$ cat src/rtl/hib_pkg.sv
// Shared constants and types for the hibernate sequencer.
// Assumes: one write and one read selector space of eight codes.
package hib_pkg;
    typedef enum logic [1:0] {
        ST_ACTIVE = 2'd0,
        ST_HIB    = 2'd1,
        ST_FILTER = 2'd2,
        ST_RESET  = 2'd3
    } hib_state_e;

    localparam logic [2:0] SEL_CTL  = 3'd0;
    localparam logic [2:0] SEL_FILT = 3'd1;
    localparam logic [2:0] SEL_RDUR = 3'd2;
    localparam logic [2:0] SEL_WAKE = 3'd3;
    localparam logic [2:0] SEL_STAT = 3'd4;
    localparam logic [2:0] SEL_SCR  = 3'd5;

    localparam int FILT_W  = 11;
    localparam int RDUR_W  = 7;
    localparam int FIELD_LSB = 5;
    localparam int STAT_W  = 6;

    localparam int CAUSE_ALM = 0;
    localparam int CAUSE_PIN = 1;
    localparam int CAUSE_EXT = 4;
    localparam int CAUSE_HIB = 5;

    localparam logic [31:0] VALID_MARK = 32'h5254_4356;
endpackage

$ cat src/rtl/hib_sync.sv
// Multi-stage synchronizer for one asynchronous level.
// Assumes: input changes slower than one clock period.
module hib_sync #(
    parameter int STAGES = 2
) (
    input  logic clk,
    input  logic rst_n,
    input  logic d_async,
    output logic q_sync
);
    logic [STAGES-1:0] chain;

    // Shift the input through the flop chain.
    always_ff @(posedge clk) begin
        if (!rst_n) chain <= '0;
        else        chain <= {chain[STAGES-2:0], d_async};
    end

    assign q_sync = chain[STAGES-1];
endmodule

$ cat src/rtl/hib_regs.sv
// Register file: clamped timing fields, wake enable, sticky status, scratch.
// Assumes: commit pulses one cycle when the reset stretch ends.
module hib_regs
    import hib_pkg::*;
(
    input  logic              clk,
    input  logic              rst_n,
    input  logic              wr_en,
    input  logic [2:0]        wr_sel,
    input  logic [31:0]       wr_data,
    input  logic [2:0]        rd_sel,
    input  logic              pwr_down,
    input  logic              commit,
    input  logic [STAT_W-1:0] cause,
    output logic [31:0]       rd_data,
    output logic [FILT_W-1:0] filt_ms,
    output logic [RDUR_W-1:0] rdur_ms,
    output logic              alarm_en,
    output logic [STAT_W-1:0] status,
    output logic [31:0]       scratch
);
    localparam logic [FILT_W-1:0] FILT_MAX = '1;
    localparam logic [RDUR_W-1:0] RDUR_MAX = '1;

    logic [FILT_W-1:0] filt_clamp;
    logic [RDUR_W-1:0] rdur_clamp;
    logic [STAT_W-1:0] stat_kept;

    // Clamp incoming millisecond values to their field maxima.
    always_comb begin
        filt_clamp = (|wr_data[31:FILT_W]) ? FILT_MAX : wr_data[FILT_W-1:0];
        rdur_clamp = (|wr_data[31:RDUR_W]) ? RDUR_MAX : wr_data[RDUR_W-1:0];
        stat_kept  = (wr_en && wr_sel == SEL_STAT) ? (status & wr_data[STAT_W-1:0]) : status;
    end

    // Hold the programmable fields and the scratch word.
    always_ff @(posedge clk) begin
        if (!rst_n) begin
            filt_ms  <= '0;
            rdur_ms  <= '0;
            alarm_en <= 1'b0;
            scratch  <= '0;
        end else if (wr_en) begin
            if (wr_sel == SEL_FILT) filt_ms  <= filt_clamp;
            if (wr_sel == SEL_RDUR) rdur_ms  <= rdur_clamp;
            if (wr_sel == SEL_WAKE) alarm_en <= wr_data[0];
            if (wr_sel == SEL_SCR)  scratch  <= wr_data;
        end
    end

    // Sticky status: masked by writes, causes merged at reset release.
    always_ff @(posedge clk) begin
        if (!rst_n) status <= '0;
        else        status <= stat_kept | (commit ? cause : '0);
    end

    // Combinational read mux.
    always_comb begin
        rd_data = '0;
        case (rd_sel)
            SEL_CTL:  rd_data[0] = pwr_down;
            SEL_FILT: rd_data[FIELD_LSB +: FILT_W] = filt_ms;
            SEL_RDUR: rd_data[FIELD_LSB +: RDUR_W] = rdur_ms;
            SEL_WAKE: rd_data[0] = alarm_en;
            SEL_STAT: rd_data[STAT_W-1:0] = status;
            SEL_SCR:  rd_data = scratch;
            default:  rd_data = '0;
        endcase
    end
endmodule

$ cat src/rtl/hib_fsm.sv
// Sequencer: active, hibernate, pin filter, reset stretch.
// Assumes: pin_s is synchronized; alarm and ext_req are synchronous.
module hib_fsm
    import hib_pkg::*;
#(
    parameter int TICKS_PER_MS = 32
) (
    input  logic              clk,
    input  logic              rst_n,
    input  logic              pin_s,
    input  logic              alarm,
    input  logic              alarm_en,
    input  logic              pdn_req,
    input  logic              ext_req,
    input  logic [FILT_W-1:0] filt_ms,
    input  logic [RDUR_W-1:0] rdur_ms,
    output hib_state_e        state,
    output logic [STAT_W-1:0] cause,
    output logic              commit
);
    localparam int CNT_W = $clog2(((1 << FILT_W) - 1) * TICKS_PER_MS + 1);

    logic [CNT_W-1:0] cnt;
    logic [CNT_W-1:0] filt_tgt;
    logic [CNT_W-1:0] rst_tgt;

    // Millisecond targets converted to cycle counts.
    always_comb begin
        filt_tgt = CNT_W'(filt_ms) * CNT_W'(TICKS_PER_MS);
        rst_tgt  = CNT_W'(rdur_ms) * CNT_W'(TICKS_PER_MS);
        commit   = (state == ST_RESET) && (cnt >= rst_tgt);
    end

    // State transitions, shared cycle counter and cause capture.
    always_ff @(posedge clk) begin
        if (!rst_n) begin
            state <= ST_ACTIVE;
            cnt   <= '0;
            cause <= '0;
        end else begin
            case (state)
                ST_ACTIVE: begin
                    cnt <= '0;
                    if (ext_req) begin
                        state <= ST_RESET;
                        cause <= STAT_W'(1) << CAUSE_EXT;
                    end else if (pdn_req) begin
                        state <= ST_HIB;
                    end
                end
                ST_HIB: begin
                    cnt <= '0;
                    if (alarm && alarm_en) begin
                        state <= ST_RESET;
                        cause <= (STAT_W'(1) << CAUSE_ALM) | (STAT_W'(1) << CAUSE_HIB);
                    end else if (pin_s) begin
                        state <= ST_FILTER;
                    end
                end
                ST_FILTER: begin
                    if (!pin_s) begin
                        state <= ST_HIB;
                        cnt   <= '0;
                    end else if (cnt >= filt_tgt) begin
                        state <= ST_RESET;
                        cnt   <= '0;
                        cause <= (STAT_W'(1) << CAUSE_PIN) | (STAT_W'(1) << CAUSE_HIB);
                    end else begin
                        cnt <= cnt + 1'b1;
                    end
                end
                default: begin
                    if (cnt >= rst_tgt) begin
                        state <= ST_ACTIVE;
                        cnt   <= '0;
                    end else begin
                        cnt <= cnt + 1'b1;
                    end
                end
            endcase
        end
    end
endmodule

$ cat src/rtl/hib_seq.sv
// Top: hibernate wakeup and reset sequencer.
// Assumes: clk is the slow always-on clock, TICKS_PER_MS cycles per ms.
module hib_seq
    import hib_pkg::*;
#(
    parameter int TICKS_PER_MS = 32,
    parameter int SYNC_STAGES  = 2
) (
    input  logic        clk,
    input  logic        rst_n,
    input  logic        wr_en,
    input  logic [2:0]  wr_sel,
    input  logic [31:0] wr_data,
    input  logic [2:0]  rd_sel,
    output logic [31:0] rd_data,
    input  logic        wake_pin,
    input  logic        rtc_alarm,
    input  logic        ext_rst_req,
    output logic        pwr_down,
    output logic        sys_rst_n,
    output logic        scratch_valid
);
    hib_state_e        state;
    logic              pin_s;
    logic              alarm_en;
    logic              commit;
    logic              pdn_req;
    logic [STAT_W-1:0] cause;
    logic [STAT_W-1:0] status;
    logic [FILT_W-1:0] filt_ms;
    logic [RDUR_W-1:0] rdur_ms;
    logic [31:0]       scratch;

    // Decode the power-down request and the state-driven outputs.
    always_comb begin
        pdn_req       = wr_en && (wr_sel == SEL_CTL) && wr_data[0];
        pwr_down      = (state == ST_HIB) || (state == ST_FILTER);
        sys_rst_n     = (state != ST_RESET);
        scratch_valid = (scratch == VALID_MARK);
    end

    hib_sync #(.STAGES(SYNC_STAGES)) u_sync (
        .clk     (clk),
        .rst_n   (rst_n),
        .d_async (wake_pin),
        .q_sync  (pin_s)
    );

    hib_regs u_regs (
        .clk      (clk),
        .rst_n    (rst_n),
        .wr_en    (wr_en),
        .wr_sel   (wr_sel),
        .wr_data  (wr_data),
        .rd_sel   (rd_sel),
        .pwr_down (pwr_down),
        .commit   (commit),
        .cause    (cause),
        .rd_data  (rd_data),
        .filt_ms  (filt_ms),
        .rdur_ms  (rdur_ms),
        .alarm_en (alarm_en),
        .status   (status),
        .scratch  (scratch)
    );

    hib_fsm #(.TICKS_PER_MS(TICKS_PER_MS)) u_fsm (
        .clk      (clk),
        .rst_n    (rst_n),
        .pin_s    (pin_s),
        .alarm    (rtc_alarm),
        .alarm_en (alarm_en),
        .pdn_req  (pdn_req),
        .ext_req  (ext_rst_req),
        .filt_ms  (filt_ms),
        .rdur_ms  (rdur_ms),
        .state    (state),
        .cause    (cause),
        .commit   (commit)
    );
endmodule

$ cat config.mk
export PLATFORM = sky130hd
export DESIGN_NAME = hib_seq
export DESIGN_NICKNAME = d
export VERILOG_FILES = /design/src/rtl/hib_pkg.sv /design/src/rtl/hib_sync.sv /design/src/rtl/hib_regs.sv /design/src/rtl/hib_fsm.sv /design/src/rtl/hib_seq.sv
export SDC_FILE = /design/constraint.sdc
export NUM_CORES = 1
export LEC_CHECK = 0
export BUFFER_PORTS_ARGS = -buffer_cell sky130_fd_sc_hd__buf_4
export CAP_MARGIN = 15
export CORE_MARGIN = 1.5
export CORE_UTILIZATION = 38
export DETAILED_ROUTE_END_ITERATION = 12
export PLACE_DENSITY = 0.65
export SLEW_MARGIN = 20
export SYNTH_ARGS = -nofsm -noshare
export SYNTH_HDL_FRONTEND = slang
export SYNTH_SLANG_ARGS = --single-unit
$ cat constraint.sdc
create_clock -name clk -period 3.83 [get_ports clk]
set_input_delay 0.1915 -clock clk [delete_from_list [all_inputs] [get_ports clk]]
set_output_delay 0.1915 -clock clk [all_outputs]
set_load 0.03 [all_outputs]
==> report_table.html <==
<table>
<tr><th>Metric</th><th>Value</th></tr>
<tr><th colspan="2">Run status</th></tr>
<tr><td>Run status</td><td>complete, no violations</td></tr>
<tr><th colspan="2">Final layout</th></tr>
<tr><td>Filler instances</td><td>1078</td></tr>
<tr><td>Number of diodes</td><td>0</td></tr>
<tr><td>Count of nets after finishing</td><td>640</td></tr>
<tr><td>Final core area utilization</td><td>around half</td></tr>
<tr><td>Share of cells above drive strength 1</td><td>19.3%</td></tr>
<tr><td>Final standard cell area without fillers</td><td>5350 sq um</td></tr>
<tr><td>Layout-stage area growth over the synthesis result</td><td>22.7%</td></tr>
<tr><th colspan="2">Timing</th></tr>
<tr><td>Max-slew violation count</td><td>0</td></tr>
<tr><td>Setup repair after global routing missed its margin</td><td>no</td></tr>
<tr><td>Post-Route Setup TNS</td><td>0 ns</td></tr>
<tr><td>Final setup violation count</td><td>0</td></tr>
<tr><td>Worst-Margin Slew</td><td>0.671 ns</td></tr>
<tr><td>Max transition margin</td><td>55.3%</td></tr>
<tr><td>Fin crit share</td><td>57.7%</td></tr>
<tr><td>Post-route minimum period</td><td>between 2 and 2.5 ns</td></tr>
<tr><td>Fin worst setup slack</td><td>between 1.5 and 2 ns</td></tr>
<tr><td>Maximum operating frequency</td><td>0.453 GHz</td></tr>
<tr><td>Count of final hold-check violations</td><td>0</td></tr>
<tr><td>Clock Skews</td><td>between 0.009 and 0.01 ns</td></tr>
<tr><th colspan="2">Yosys</th></tr>
<tr><td>Area fraction of the dominant cell type after synthesis</td><td>37.2%</td></tr>
<tr><td>Synth Area per Inst</td><td>8.67 sq um</td></tr>
<tr><td>Top cells by instance count after synthesis</td><td>sky130_fd_sc_hd__nand2_1, sky130_fd_sc_hd__dfxtp_1, sky130_fd_sc_hd__a21boi_0, sky130_fd_sc_hd__inv_1, sky130_fd_sc_hd__ha_1</td></tr>
<tr><td>Register bit total from synthesis</td><td>81</td></tr>
<tr><td>Synthesized netlist net count</td><td>573</td></tr>
<tr><td>Most common cell in the netlist</td><td>sky130_fd_sc_hd__nand2_1</td></tr>
<tr><td>Synth area leader</td><td>sky130_fd_sc_hd__dfxtp_1</td></tr>
<tr><td>Part of the Yosys area used for sequential elements</td><td>37.2%</td></tr>
<tr><td>Cells after synthesis</td><td>~500</td></tr>
<tr><td>FFs w/ async S/R, synth</td><td>0%</td></tr>
<tr><td>Cell Area, Synth</td><td>4360 sq um</td></tr>
<tr><td>Biggest area contributors in the synthesized netlist</td><td>sky130_fd_sc_hd__dfxtp_1, sky130_fd_sc_hd__nand2_1, sky130_fd_sc_hd__ha_1</td></tr>
<tr><td>Library cells used by synthesis</td><td>51</td></tr>
<tr><td>Synthesis Warnings</td><td>0</td></tr>
<tr><td>Post-synth EDFFs</td><td>0</td></tr>
<tr><td>Most frequently used flop master after synthesis</td><td>sky130_fd_sc_hd__dfxtp_1</td></tr>
<tr><th colspan="2">Worst setup path</th></tr>
<tr><td>Critical-path cell list</td><td>inv_1 &gt; ha_1 &gt; a21oi_1 &gt; nand2_1 &gt; a21oi_1 &gt; nand4b_2 &gt; o22ai_4 &gt; and2_4</td></tr>
<tr><td>CP peak stage delay</td><td>0.40 ns</td></tr>
<tr><td>Maximum fanout count along the critical path</td><td>16</td></tr>
<tr><td>Sort of element at the end of the critical path</td><td>flip-flop</td></tr>
<tr><td>Worst r2r dst</td><td>u_fsm.cnt[15]</td></tr>
<tr><td>Startpoint of the worst register-to-register path</td><td>u_regs.filt_ms[9]</td></tr>
<tr><td>R2R setup slack</td><td>1.62 ns</td></tr>
<tr><td>Crit path arrival time</td><td>2.49 ns</td></tr>
<tr><td>Slowest stage cell, crit path</td><td>sky130_fd_sc_hd__o22ai_4</td></tr>
<tr><td>Number of cell instances on the worst register-to-register path</td><td>8</td></tr>
<tr><td>Most frequent CP cell</td><td>sky130_fd_sc_hd__a21oi_1</td></tr>
<tr><td>Required time at the worst-slack endpoint</td><td>4.11 ns</td></tr>
<tr><td>Startpoint class of the critical path</td><td>flip-flop</td></tr>
<tr><td>Critical path start-end classification</td><td>flip-flop to flip-flop</td></tr>
<tr><th colspan="2">Clock tree</th></tr>
<tr><td>Count of hold-fix buffers inserted at cts</td><td>0</td></tr>
<tr><td>H-tree Lvls</td><td>3</td></tr>
<tr><td>Num CTS Buffers</td><td>9</td></tr>
<tr><td>Clock tree from TritonCTS</td><td>built</td></tr>
<tr><td>Reg clk slew, reported paths</td><td>approximately 0.06 ns</td></tr>
<tr><td>Maximum number of buffers from clock root to sink</td><td>2</td></tr>
<tr><td>Cell at the root of the clock tree</td><td>sky130_fd_sc_hd__clkbuf_16</td></tr>
<tr><td>Number of clock sinks</td><td>81</td></tr>
<tr><td>Post-CTS Setup Inserts</td><td>0</td></tr>
<tr><td>Count of instances resized after the clock tree is built</td><td>0</td></tr>
<tr><td>Clk_lat worst skew</td><td>between 0.3 and 0.4 ns</td></tr>
<tr><th colspan="2">Hold path</th></tr>
<tr><td>WHS Path Cells</td><td>2</td></tr>
<tr><td>Worst hold path type</td><td>input port to flip-flop</td></tr>
<tr><td>Hold endpoint</td><td>u_sync.chain[0]</td></tr>
<tr><td>Worst hold start</td><td>wake_pin</td></tr>
<tr><th colspan="2">Power and ir drop</th></tr>
<tr><td>Power density of the placed cells</td><td>416 nW/um^2</td></tr>
<tr><td>Static leakage power</td><td>2.23 nW</td></tr>
<tr><td>Maximum resistive drop on vdd</td><td>0.282 mV</td></tr>
<tr><th colspan="2">Global route</th></tr>
<tr><td>Wire length of the first global-routing pass</td><td>18.7 mm</td></tr>
<tr><td>Total GRT Usage</td><td>19.9%</td></tr>
<tr><td>Initial antenna violation count</td><td>0</td></tr>
<tr><td>Via count of the first global-routing pass</td><td>about 3800</td></tr>
<tr><td>Total global routing overflow</td><td>0</td></tr>
<tr><td>Pin count of the biggest net entering global routing</td><td>71</td></tr>
<tr><th colspan="2">Floorplanning</th></tr>
<tr><td>Die Y-Extent</td><td>110 um</td></tr>
<tr><td>Die outline area</td><td>12100 sq um</td></tr>
<tr><td>Area inside the core boundary</td><td>roughly 11000 sq um</td></tr>
<tr><td>Site row count</td><td>38</td></tr>
<tr><td>Starting density of the core</td><td>39.5%</td></tr>
<tr><td>I/O pin cnt</td><td>79</td></tr>
<tr><td>Width of the chip</td><td>110 um</td></tr>
<tr><th colspan="2">Placement</th></tr>
<tr><td>Cell area after placement</td><td>about 5000 sq um</td></tr>
<tr><td>RD Place Congestion</td><td>0.816</td></tr>
<tr><td>Placed wire-length estimate after detailed placement</td><td>8.39 mm</td></tr>
<tr><td>Number of port buffers</td><td>78</td></tr>
<tr><td>Setup WS pre-CTS</td><td>1.65 ns</td></tr>
<tr><th colspan="2">Detailed routing</th></tr>
<tr><td>Vias</td><td>~3800</td></tr>
<tr><td>Drt drc</td><td>0</td></tr>
<tr><td>WL/cell</td><td>approximately 16 um</td></tr>
<tr><td>Final wirelength</td><td>11.3 mm</td></tr>
<tr><td>Number of nets still failing antenna checks after routing</td><td>0</td></tr>
<tr><td>Number of vias per cell after detailed routing</td><td>5.37</td></tr>
<tr><td>Detailed Route Iter0 Violations</td><td>185</td></tr>
<tr><td>Detailed Routing Iterations Pass 1</td><td>5</td></tr>
<tr><th colspan="2">Flow run</th></tr>
<tr><td>Number of max-cap violations</td><td>0</td></tr>
</table>
## how the worst max path moves through the flow
stage                            startpoint                 to  slack, ns
after floorplan                u_fsm.cnt[5]       u_fsm.cnt[3]       1.88
after global placement          wr_data[11]  u_regs.filt_ms[9]       1.68
after detailed placement  u_regs.filt_ms[9]       u_fsm.cnt[2]       1.65
after CTS                 u_regs.filt_ms[9]       u_fsm.cnt[2]       1.61
after global routing      u_regs.filt_ms[9]      u_fsm.cnt[12]       1.47
final                     u_regs.filt_ms[9]      u_fsm.cnt[15]       1.62
## area by class of cell
cell class | instances | area [sq um] | area share [%]
Timing Repair Buffer | 81 | 608 | 11.4
Tap cell | 140 | 175 | 3.27
Multi-Input combinational cell | 369 | 2530 | 47.3
Sequential cell | 81 | 1620 | 30.3
Clock inverter | 5 | 81.3 | 1.52
Inverter | 28 | 105 | 1.96
Clock buffer | 10 | 229 | 4.28
## state kept, by name (all words and copies together), names as in the netlist
register	count
u_regs.alarm_en	1
u_regs.status	6
u_fsm.state	2
u_regs.filt_ms	11
u_regs.scratch	32
u_regs.rdur_ms	7
u_sync.chain	2
u_fsm.cnt	16
u_fsm.cause	4
## placed cells by master, fill, tap and decap left out, types with 7 or more instances in the layout
cell                        count
sky130_fd_sc_hd__dfxtp_1       81
sky130_fd_sc_hd__and2_4        10
sky130_fd_sc_hd__buf_4         81
sky130_fd_sc_hd__and3_1        22
sky130_fd_sc_hd__mux2i_1       16
sky130_fd_sc_hd__ha_1          26
sky130_fd_sc_hd__nand2_1       94
sky130_fd_sc_hd__clkbuf_16      9
sky130_fd_sc_hd__a21oi_1        8
sky130_fd_sc_hd__xnor2_1        8
sky130_fd_sc_hd__nand3_1       11
sky130_fd_sc_hd__o221a_1       18
sky130_fd_sc_hd__o21ai_0       13
sky130_fd_sc_hd__a21boi_0      33
sky130_fd_sc_hd__a22oi_1        7
sky130_fd_sc_hd__inv_1         28
sky130_fd_sc_hd__nor2_1        17
sky130_fd_sc_hd__and2_1        14
## per-layer routing
metal | global-route usage (%) | share of wire, % | vias to the layer above
li1 | - | - | 1899
met1 | 26.5 | 48 | 1848
met2 | 32.7 | 47 | 76
met3 | 3.59 | 3.5 | 8
met4 | 6.59 | 1.0 | 0
met5 | 0 | 0 | -
## power breakdown
group / total (W) / switching [W] / internal (W)
Clock: 0.000911 / 0.000344 / 0.000567
Sequential: 0.000915 / 0.0000333 / 0.000882
Combinational: 0.000397 / 0.000218 / 0.000179
Total: 0.00222 / 0.000595 / 0.00163
## through the flow
stage	total power (W)	instances	hold slack [ns]
floorplan	0.00121	503	0.319
global placement	0.00132	699	0.400
detailed placement	0.00133	699	0.406
CTS	0.00224	714	0.0567
global route	0.00232	714	0.0850
finish	0.00222	714	0.0657
## cells by family after synthesis
family                     Yosys count  share of synthesized area [%]
muxes                               16                           3.67
and+or+nand+nor                    216                           26.2
DFF                                 81                           37.2
adders and majority gates           26                           7.46
buffers and inverters               53                           4.82
AOI/OAI and AO/OA                   97                           17.8
xor gates and xnor gates            14                           2.81
## worst max-delay path, delay by kind of cell, from the launching register on
| family | cells | cell delay (ns) |
|---|---|---|
| flops | 1 | 0.36 |
| simple gates | 3 | 0.49 |
| fa+ha+maj | 1 | 0.32 |
| compound gates | 3 | 0.92 |
| buf+inv | 1 | 0.06 |
Power figures use the tool's default switching activity.
